**config.mk**
```make
export PLATFORM = sky130hd
export DESIGN_NAME = ledsink_frontend
export DESIGN_NICKNAME = d
export VERILOG_FILES = /design/src/rtl/ledfe_pkg.sv /design/src/rtl/ledfe_sync.sv /design/src/rtl/ledfe_shift_core.sv /design/src/rtl/ledfe_out_stage.sv /design/src/rtl/ledsink_frontend.sv
export SDC_FILE = /design/constraint.sdc
export NUM_CORES = 1
export LEC_CHECK = 0
export BUFFER_PORTS_ARGS = -buffer_cell sky130_fd_sc_hd__buf_2
export CAP_MARGIN = 10
export CORE_AREA = 3 3 83 85
export CTS_CLUSTER_SIZE = 10
export DETAILED_ROUTE_END_ITERATION = 16
export DIE_AREA = 0 0 86 88
export GPL_ROUTABILITY_DRIVEN = 0
export PLACE_DENSITY = 0.56
export SKIP_CTS_REPAIR_TIMING = 1
export SLEW_MARGIN = 40
export SYNTH_ARGS = -nofsm -noshare
export SYNTH_HDL_FRONTEND = slang
export SYNTH_SLANG_ARGS = --single-unit
```
**constraint.sdc**
```tcl
create_clock -name clk -period 1.77 [get_ports clk]
set_input_delay 0.2655 -clock clk [delete_from_list [all_inputs] [get_ports clk]]
set_output_delay 0.2655 -clock clk [all_outputs]
set_load 0.01 [all_outputs]
```
**src/rtl/ledfe_pkg.sv**
```systemverilog
package ledfe_pkg;
  localparam int unsigned FLAG_COUNT = 6;

  typedef enum logic [2:0] {
    FLG_OPEN   = 3'd0,
    FLG_SHORT  = 3'd1,
    FLG_LEAK   = 3'd2,
    FLG_REFSH  = 3'd3,
    FLG_PREHOT = 3'd4,
    FLG_HOT    = 3'd5
  } flag_idx_e;
endpackage

```
**src/rtl/ledfe_sync.sv**
```systemverilog
module ledfe_sync #(
  parameter int unsigned W      = 1,
  parameter int unsigned STAGES = 2
) (
  input  logic         clk,
  input  logic         rst,
  input  logic [W-1:0] async_i,
  output logic [W-1:0] sync_o
);
  logic [W-1:0] chain [STAGES];

  always_ff @(posedge clk) begin
    if (rst) chain[0] <= '0;
    else     chain[0] <= async_i;
  end

  for (genvar s = 1; s < STAGES; s++) begin : g_stage
    always_ff @(posedge clk) begin
      if (rst) chain[s] <= '0;
      else     chain[s] <= chain[s-1];
    end
  end

  assign sync_o = chain[STAGES-1];
endmodule

```
**src/rtl/ledfe_shift_core.sv**
```systemverilog
module ledfe_shift_core #(
  parameter int unsigned CH     = 16,
  parameter int unsigned TAP_LO = 7,
  parameter int unsigned NFLAG  = 6
) (
  input  logic             clk,
  input  logic             rst,
  input  logic             shift_en,
  input  logic             sdi,
  input  logic             load_en,
  input  logic             stat_sel,
  input  logic [NFLAG-1:0] flags,
  input  logic             tap_lo_sel,
  output logic [CH-1:0]    sh_o,
  output logic             sdo_o
);
  logic [CH-1:0] sh_q;
  logic [CH-1:0] status_word;

  always_comb begin
    status_word = '0;
    status_word[NFLAG-1:0] = flags;
  end

  always_ff @(posedge clk) begin
    if (rst) begin
      sh_q <= '0;
    end else if (load_en) begin
      if (stat_sel) sh_q <= status_word;
    end else if (shift_en) begin
      sh_q <= {sh_q[CH-2:0], sdi};
    end
  end

  always_ff @(posedge clk) begin
    if (rst) sdo_o <= 1'b0;
    else     sdo_o <= tap_lo_sel ? sh_q[TAP_LO] : sh_q[CH-1];
  end

  assign sh_o = sh_q;
endmodule

```
**src/rtl/ledfe_out_stage.sv**
```systemverilog
module ledfe_out_stage #(
  parameter int unsigned CH = 16
) (
  input  logic          clk,
  input  logic          rst,
  input  logic          commit,
  input  logic [CH-1:0] word_i,
  input  logic          enable,
  input  logic          psave_clr,
  output logic [CH-1:0] latch_o,
  output logic [CH-1:0] drv_o,
  output logic          psave_o
);
  logic [CH-1:0] latch_q;

  always_ff @(posedge clk) begin
    if (rst) begin
      latch_q <= '0;
      psave_o <= 1'b0;
    end else if (commit) begin
      latch_q <= word_i;
      psave_o <= (word_i == '0);
    end else if (psave_clr) begin
      psave_o <= 1'b0;
    end
  end

  always_ff @(posedge clk) begin
    if (rst) drv_o <= '0;
    else     drv_o <= latch_q & {CH{enable}};
  end

  assign latch_o = latch_q;
endmodule

```
**src/rtl/ledsink_frontend.sv**
```systemverilog
module ledsink_frontend #(
  parameter int unsigned CH          = 16,
  parameter int unsigned TAP_LO      = 7,
  parameter int unsigned SYNC_STAGES = 2,
  parameter int unsigned NFLAG       = ledfe_pkg::FLAG_COUNT
) (
  input  logic             clk,
  input  logic             rst,
  input  logic             sclk_i,
  input  logic             sdi_i,
  input  logic             lat_i,
  input  logic             blank_i,
  input  logic             blank_mode_i,
  input  logic             stat_sel_i,
  input  logic [NFLAG-1:0] flags_i,
  output logic             sdo_o,
  output logic [CH-1:0]    drv_o,
  output logic             psave_o
);
  localparam int unsigned NSYNC = 4;

  logic [NSYNC-1:0] pins_s;
  logic             sclk_s, lat_s, sdi_s, blank_s;
  logic             sclk_d, lat_d;
  logic             sclk_rise, lat_rise;
  logic [CH-1:0]    sh_q;
  logic [CH-1:0]    latch_q;
  logic             out_en, tap_lo_sel;

  ledfe_sync #(.W(NSYNC), .STAGES(SYNC_STAGES)) u_sync (
    .clk     (clk),
    .rst     (rst),
    .async_i ({blank_i, sdi_i, lat_i, sclk_i}),
    .sync_o  (pins_s)
  );

  assign {blank_s, sdi_s, lat_s, sclk_s} = pins_s;

  always_ff @(posedge clk) begin
    if (rst) begin
      sclk_d <= 1'b0;
      lat_d  <= 1'b0;
    end else begin
      sclk_d <= sclk_s;
      lat_d  <= lat_s;
    end
  end

  assign sclk_rise  = sclk_s & ~sclk_d;
  assign lat_rise   = lat_s & ~lat_d;
  assign out_en     = ~(blank_mode_i & blank_s);
  assign tap_lo_sel = ~blank_mode_i & ~blank_s;

  ledfe_shift_core #(.CH(CH), .TAP_LO(TAP_LO), .NFLAG(NFLAG)) u_shift (
    .clk        (clk),
    .rst        (rst),
    .shift_en   (sclk_rise),
    .sdi        (sdi_s),
    .load_en    (lat_rise),
    .stat_sel   (stat_sel_i),
    .flags      (flags_i),
    .tap_lo_sel (tap_lo_sel),
    .sh_o       (sh_q),
    .sdo_o      (sdo_o)
  );

  ledfe_out_stage #(.CH(CH)) u_out (
    .clk       (clk),
    .rst       (rst),
    .commit    (lat_rise),
    .word_i    (sh_q),
    .enable    (out_en),
    .psave_clr (sclk_rise),
    .latch_o   (latch_q),
    .drv_o     (drv_o),
    .psave_o   (psave_o)
  );
endmodule

```
Yosys cells after proc, flatten, opt, wreduce, memory -nomap -nowiden
Memories as Yosys holds them, arrays and structs flattened. Index checks and enable logic that the tools add are counted.

Memories kept: 1. Bits in registers: 52. Output and inout port bits: 18. Bits in writable memories: 8. Word-level logic and storage cells: 35. Input port bits: 14.

Equality and inequality tests: 1. Bitwise logic cells: 12. Reductions and logical operators: 3. Multiplexer cells: 11.

Memories: u_sync.chain (words 2, bits a word 4, rd ports 2, clocked after memory_dff 0, write ports 2, RTL line ledfe_sync.sv:10) `logic [W-1:0] chain [STAGES];`.

Operators with widths (number): $mux W16 (3); $and A16 B16 Y16 (1); $logic_not A16 Y1 (1); $mux W4 (2); $mux W1 (6); $not A1 Y1 (5); $and A1 B1 Y1 (4); $ne A2 B2 Y1 const B (1); $or A1 B1 Y1 (2); $reduce_and A2 Y1 (1); $reduce_bool A2 Y1 (1).

Depth between registers and ports, before layout
Word-level depth: 4. Gate-level depth with buffers: 5. Gate-level depth less buffers: 3.

Hierarchy
Synthesis repeated with hierarchy kept, for this count alone.

Cell total of the unflattened synthesis: 184. Area total of the unflattened synthesis: 2079.5 um^2.

By module, submodules not included: ledfe_out_stage (area an instance 1073.5 um^2, instances 1, cells each 95, seq. area each 660.6 um^2); ledfe_shift_core (area an instance 718.2 um^2, instances 1, cells each 65, seq. area each 340.3 um^2); ledfe_sync (area an instance 210.2 um^2, instances 1, cells each 16, seq. area each 160.2 um^2); ledsink_frontend (area an instance 77.6 um^2, instances 1, cells each 8, seq. area each 40.0 um^2).

Worst setup path after synthesis
OpenSTA, ideal clock, no wires.

Path type: reg-to-reg. From: reg lat_d. To: reg u_shift.sh_q[11] (netlist: u_shift.sh_o[11]). Data required time: 1638 ps. Cell stages (with the launch flop): 6. Setup slack: 614 ps. Period minus slack after synthesis: 1156 ps. Library setup time: 132 ps. Buffers on the path: 2. Arrival time: 1024 ps. Cells stage by stage: dfxtp_1 > and2b_1 > buf_4 > buf_4 > o211ai_1 > a21oi_1.

Cells in the longest elaborated chain, start to end: 4. Elaborated cells on any way between the ends: 6. Those cells by class: eq/ne: 1; mux: 1; bitwise: 2; reduce/logical: 2.

Ends and longest elaborated chain: from (decl) (RTL line ledsink_frontend.sv:24) `logic sclk_d, lat_d;`; from (signal assigned) (RTL line ledsink_frontend.sv:45) `lat_d <= lat_s;`; $not A1 Y1 * (RTL line ledsink_frontend.sv:50) `assign lat_rise = lat_s & ~lat_d;`; $and A1 B1 Y1 * (RTL line ledsink_frontend.sv:50); $ne A2 B2 Y1 (no source line) or $reduce_bool A2 Y1 (tied branches); $reduce_and A2 Y1 (no source line); to (signal assigned) (RTL line ledfe_shift_core.sv:29) `if (stat_sel) sh_q <= status_word;`; to (signal assigned) (RTL line ledfe_shift_core.sv:31) `sh_q <= {sh_q[CH-2:0], sdi};`; to (decl) (RTL line ledfe_shift_core.sv:17) `logic [CH-1:0] sh_q;`.

Mark *: on every way between the ends. The rest lies on a longest branch, timed or not. A chain may end at the register's enable or synchronous reset.

Worst setup path after layout
From: reg lat_d. To: reg u_out.latch_q[3] (netlist: u_out.latch_o[3]).

Cells in the longest elaborated chain, start to end: 2.

Ends and longest elaborated chain: $not A1 Y1 (RTL line ledsink_frontend.sv:50); $and A1 B1 Y1 (RTL line ledsink_frontend.sv:50); to (signal assigned) (RTL line ledfe_out_stage.sv:21) `latch_q <= word_i;`; to (decl) (RTL line ledfe_out_stage.sv:14) `logic [CH-1:0] latch_q;`.

No other way between the ends.

==> results.py <==
metrics = {
    "run_status": {
        "outcome": "finished, final reports clean",
    },
    "setup_path": {
        "cp.required_ns": 2.02,
        "crit_start": "lat_d",
        "cp-end-kind": "register",
        "r2r_start": "lat_d",
        "crit_fanout": 14,
        "critPathKind": "register to register",
        "critical_path_arrival_ns": 1.60,
        "startpoint_type": "register",
    },
    "floorplanning": {
        "pin_count": 32,
        "die_area_sq_um": 7568,
        "start_util_pct": 34.06,
        "die_w_microns": 86,
        "num_rows": 29,
        "core-area_sq_um": 6277,
        "fp.dieH_microns": 88,
    },
    "run": {
        "maxCapViolCount": 0,
    },
    "detailed_routing": {
        "wl_met2_mm": 1.981,
        "drt_iter0_drc": 134,
        "top_layer": "met4",
        "wire_per_inst_microns": 12.39,
        "ant_nets": 0,
        "vias_per_cell": 4.831,
        "wirelength_mm": 4.189,
        "firstDrtPassIters": 4,
        "wl_met3_microns": 231,
        "num_vias": 1633,
        "drc": 0,
        "wl_met1_mm": 1.922,
    },
    "final_layout": {
        "final_area_sq_um": 2544,
        "drive_gt1_share_pct": 21.46,
        "syn2layout_area_growth_pct": 18.96,
        "nNetsFinal": 272,
        "multi_input_area_sq_um": 835.8,
        "fin_cells": 338,
        "nFillCells": 621,
        "regArea_sq_um": 1201,
        "diodes": 0,
    },
    "sta": {
        "skew_ns": 0.007162,
        "fin_crit_ns": 1.351,
        "hold_viol_final": 0,
        "slew_violations": 0,
        "relSlewSlack_pct": 64.15,
        "grt_setup_unrepaired": "false",
        "timing.hold.ws_ns": 0.1402,
        "setup_viol": 0,
        "finalCritPeriodShare_pct": 76.35,
        "tns_ns": 0,
        "worst_pin_slew_ns": 0.5378,
        "fmax_mhz": 740.0,
    },
    "logic_synthesis": {
        "synth_compound_area_share_pct": 16.91,
        "ys_warn_count": 0,
        "syn_nets": 242,
        "synth_cell_type_count": 28,
        "synth_simple_gate_area_share_pct": 22.18,
        "synth-xor-area-share_pct": 0,
        "netlist_top_cells_area": "dfxtp_1, nand2_1, a21oi_1",
        "synth_top_area_cell": "dfxtp_1",
        "syn-instance-count": 228,
        "yosys-mux-area-fraction_pct": 0,
        "synth_top_family_by_area": "simple AND/OR/NAND/NOR gates",
        "yosysSeqAreaShare_pct": 56.17,
        "syn_area_sq_um": 2138,
        "avgSynthCellArea_sq_um": 9.379,
        "synth_seq_cells": 60,
        "yosysTopAreaCellShare_pct": 56.17,
        "yosys.area_share.adder_pct": 0,
    },
    "hold_path": {
        "hold_path.class": "input port to register",
        "worstHoldStart": "blank_i",
    },
    "place": {
        "hpwlAfterDp_mm": 2.833,
        "placed_area_sq_um": 2354,
        "place_inst": 324,
        "port_buffers": 31,
    },
    "global_routing": {
        "track_usage_pct": 12.20,
        "grt_pass1_wl_mm": 7.127,
        "overflow": 0,
        "grt_pass1_vias": 1516,
        "grt_max_degree": 25,
        "antenna_found_initial": 0,
    },
    "power_and_ir_drop": {
        "leakagePower_nw": 0.9631,
        "ir_worst_vdd_uv": 370.2,
        "power.density_nw_per_um2": 1066,
        "p_total_w": 0.002711,
    },
    "clock_network": {
        "insertion_delay_ns": 0.33,
        "cts_root_buffer": "clkbuf_8",
        "cts_tree": "done",
        "cts_buffer_depth": 2,
        "clk_pin_slew_ns": 0.06,
        "htree_num_levels": 3,
        "cts.sink_count": 60,
        "cts_buffers": 9,
    },
}
==> where the power goes <==
part	internal (W)	switching (W)
Combinational	0.0000528	0.0000806
Clock	0.000709	0.000478
Sequential	0.00137	0.0000166
==> Yosys cell counts, drive strengths merged <==
library cell / number
nand4b: 1
nand2: 45
o21ai: 3
buf: 13
nor2b: 11
a311oi: 6
nand3: 12
nand3b: 1
nor2: 2
a211oi: 6
and2: 16
nand2b: 2
a21oi: 28
dfxtp: 60
nor3: 1
nor4: 3
and2b: 1
o211ai: 10
and3b: 1
clkbuf: 6
==> per-layer routing <==
layer  track usage [%]  vias up
met5                 0        -
met4             6.906        0
met3             4.516        5
met2             18.29       40
met1             15.10      754
li1                  -      834
==> metrics by stage <==
step / setup WS [ns] / utilization [%]
after floorplan: 0.6141 / -
after global placement: 0.4477 / 37.49
after detailed placement: 0.4378 / 37.49
after CTS: 0.4240 / 40.52
after global routing: 0.2555 / 40.52
final: 0.4186 / 40.52
==> cell usage in the layout, fill, tap and decap left out, drive strengths merged, types with 2 or more instances in the layout <==
master,Yosys,routed
dfxtp,60,60
nand2,45,45
buf,13,38
a21oi,28,28
and2,16,16
nand3,12,12
clkbuf,6,12
nor2b,11,11
o211ai,10,10
a211oi,6,6
a311oi,6,6
nor4,3,3
o21ai,3,3
nand2b,2,2
nor2,2,2
==> registers in the layout, indices dropped and copies added (netlist names) <==
signal	flops
u_out.drv_o	16
lat_d	1
sclk_d	1
u_out.psave_o	1
u_out.latch_o	16
u_shift.sdo_o	1
u_shift.sh_o	16
u_sync.chain	8
==> area by class of cell <==
| cell class | count | area share (%) |
|---|---|---|
| sequential | 60 | 47.22 |
| multi-input combinational | 149 | 32.86 |
| timing repair buffer | 38 | 8.657 |
| clock buffer | 12 | 6.099 |
| tap | 77 | 3.788 |
| clock inverter | 2 | 1.377 |
==> logic make-up after synthesis <==
group           count (synthesis)
compound gates                 53
simple gates                   96
buf+inv                        19
flops                          60
==> critical path, cell delays in order, from the launching register on <==
cell and delay [ns]:
dfxtp_1 0.34, nand2b_1 0.45, buf_4 0.27, nand2_1 0.06, a21oi_1 0.15
==> worst paths after layout <==
| check | depth (start not counted) | slack (ns) | to |
|---|---|---|---|
| hold / removal | 2 | 0.14 | u_sync.chain[0][3] |
| setup / recovery | 4 | 0.42 | u_out.latch_o[3] |
| hold reg to reg | 1 | 0.44 | u_sync.chain[1][2] |
| setup reg to reg | 4 | 0.42 | u_out.latch_o[3] |
(Power assumes the default switching activity.)
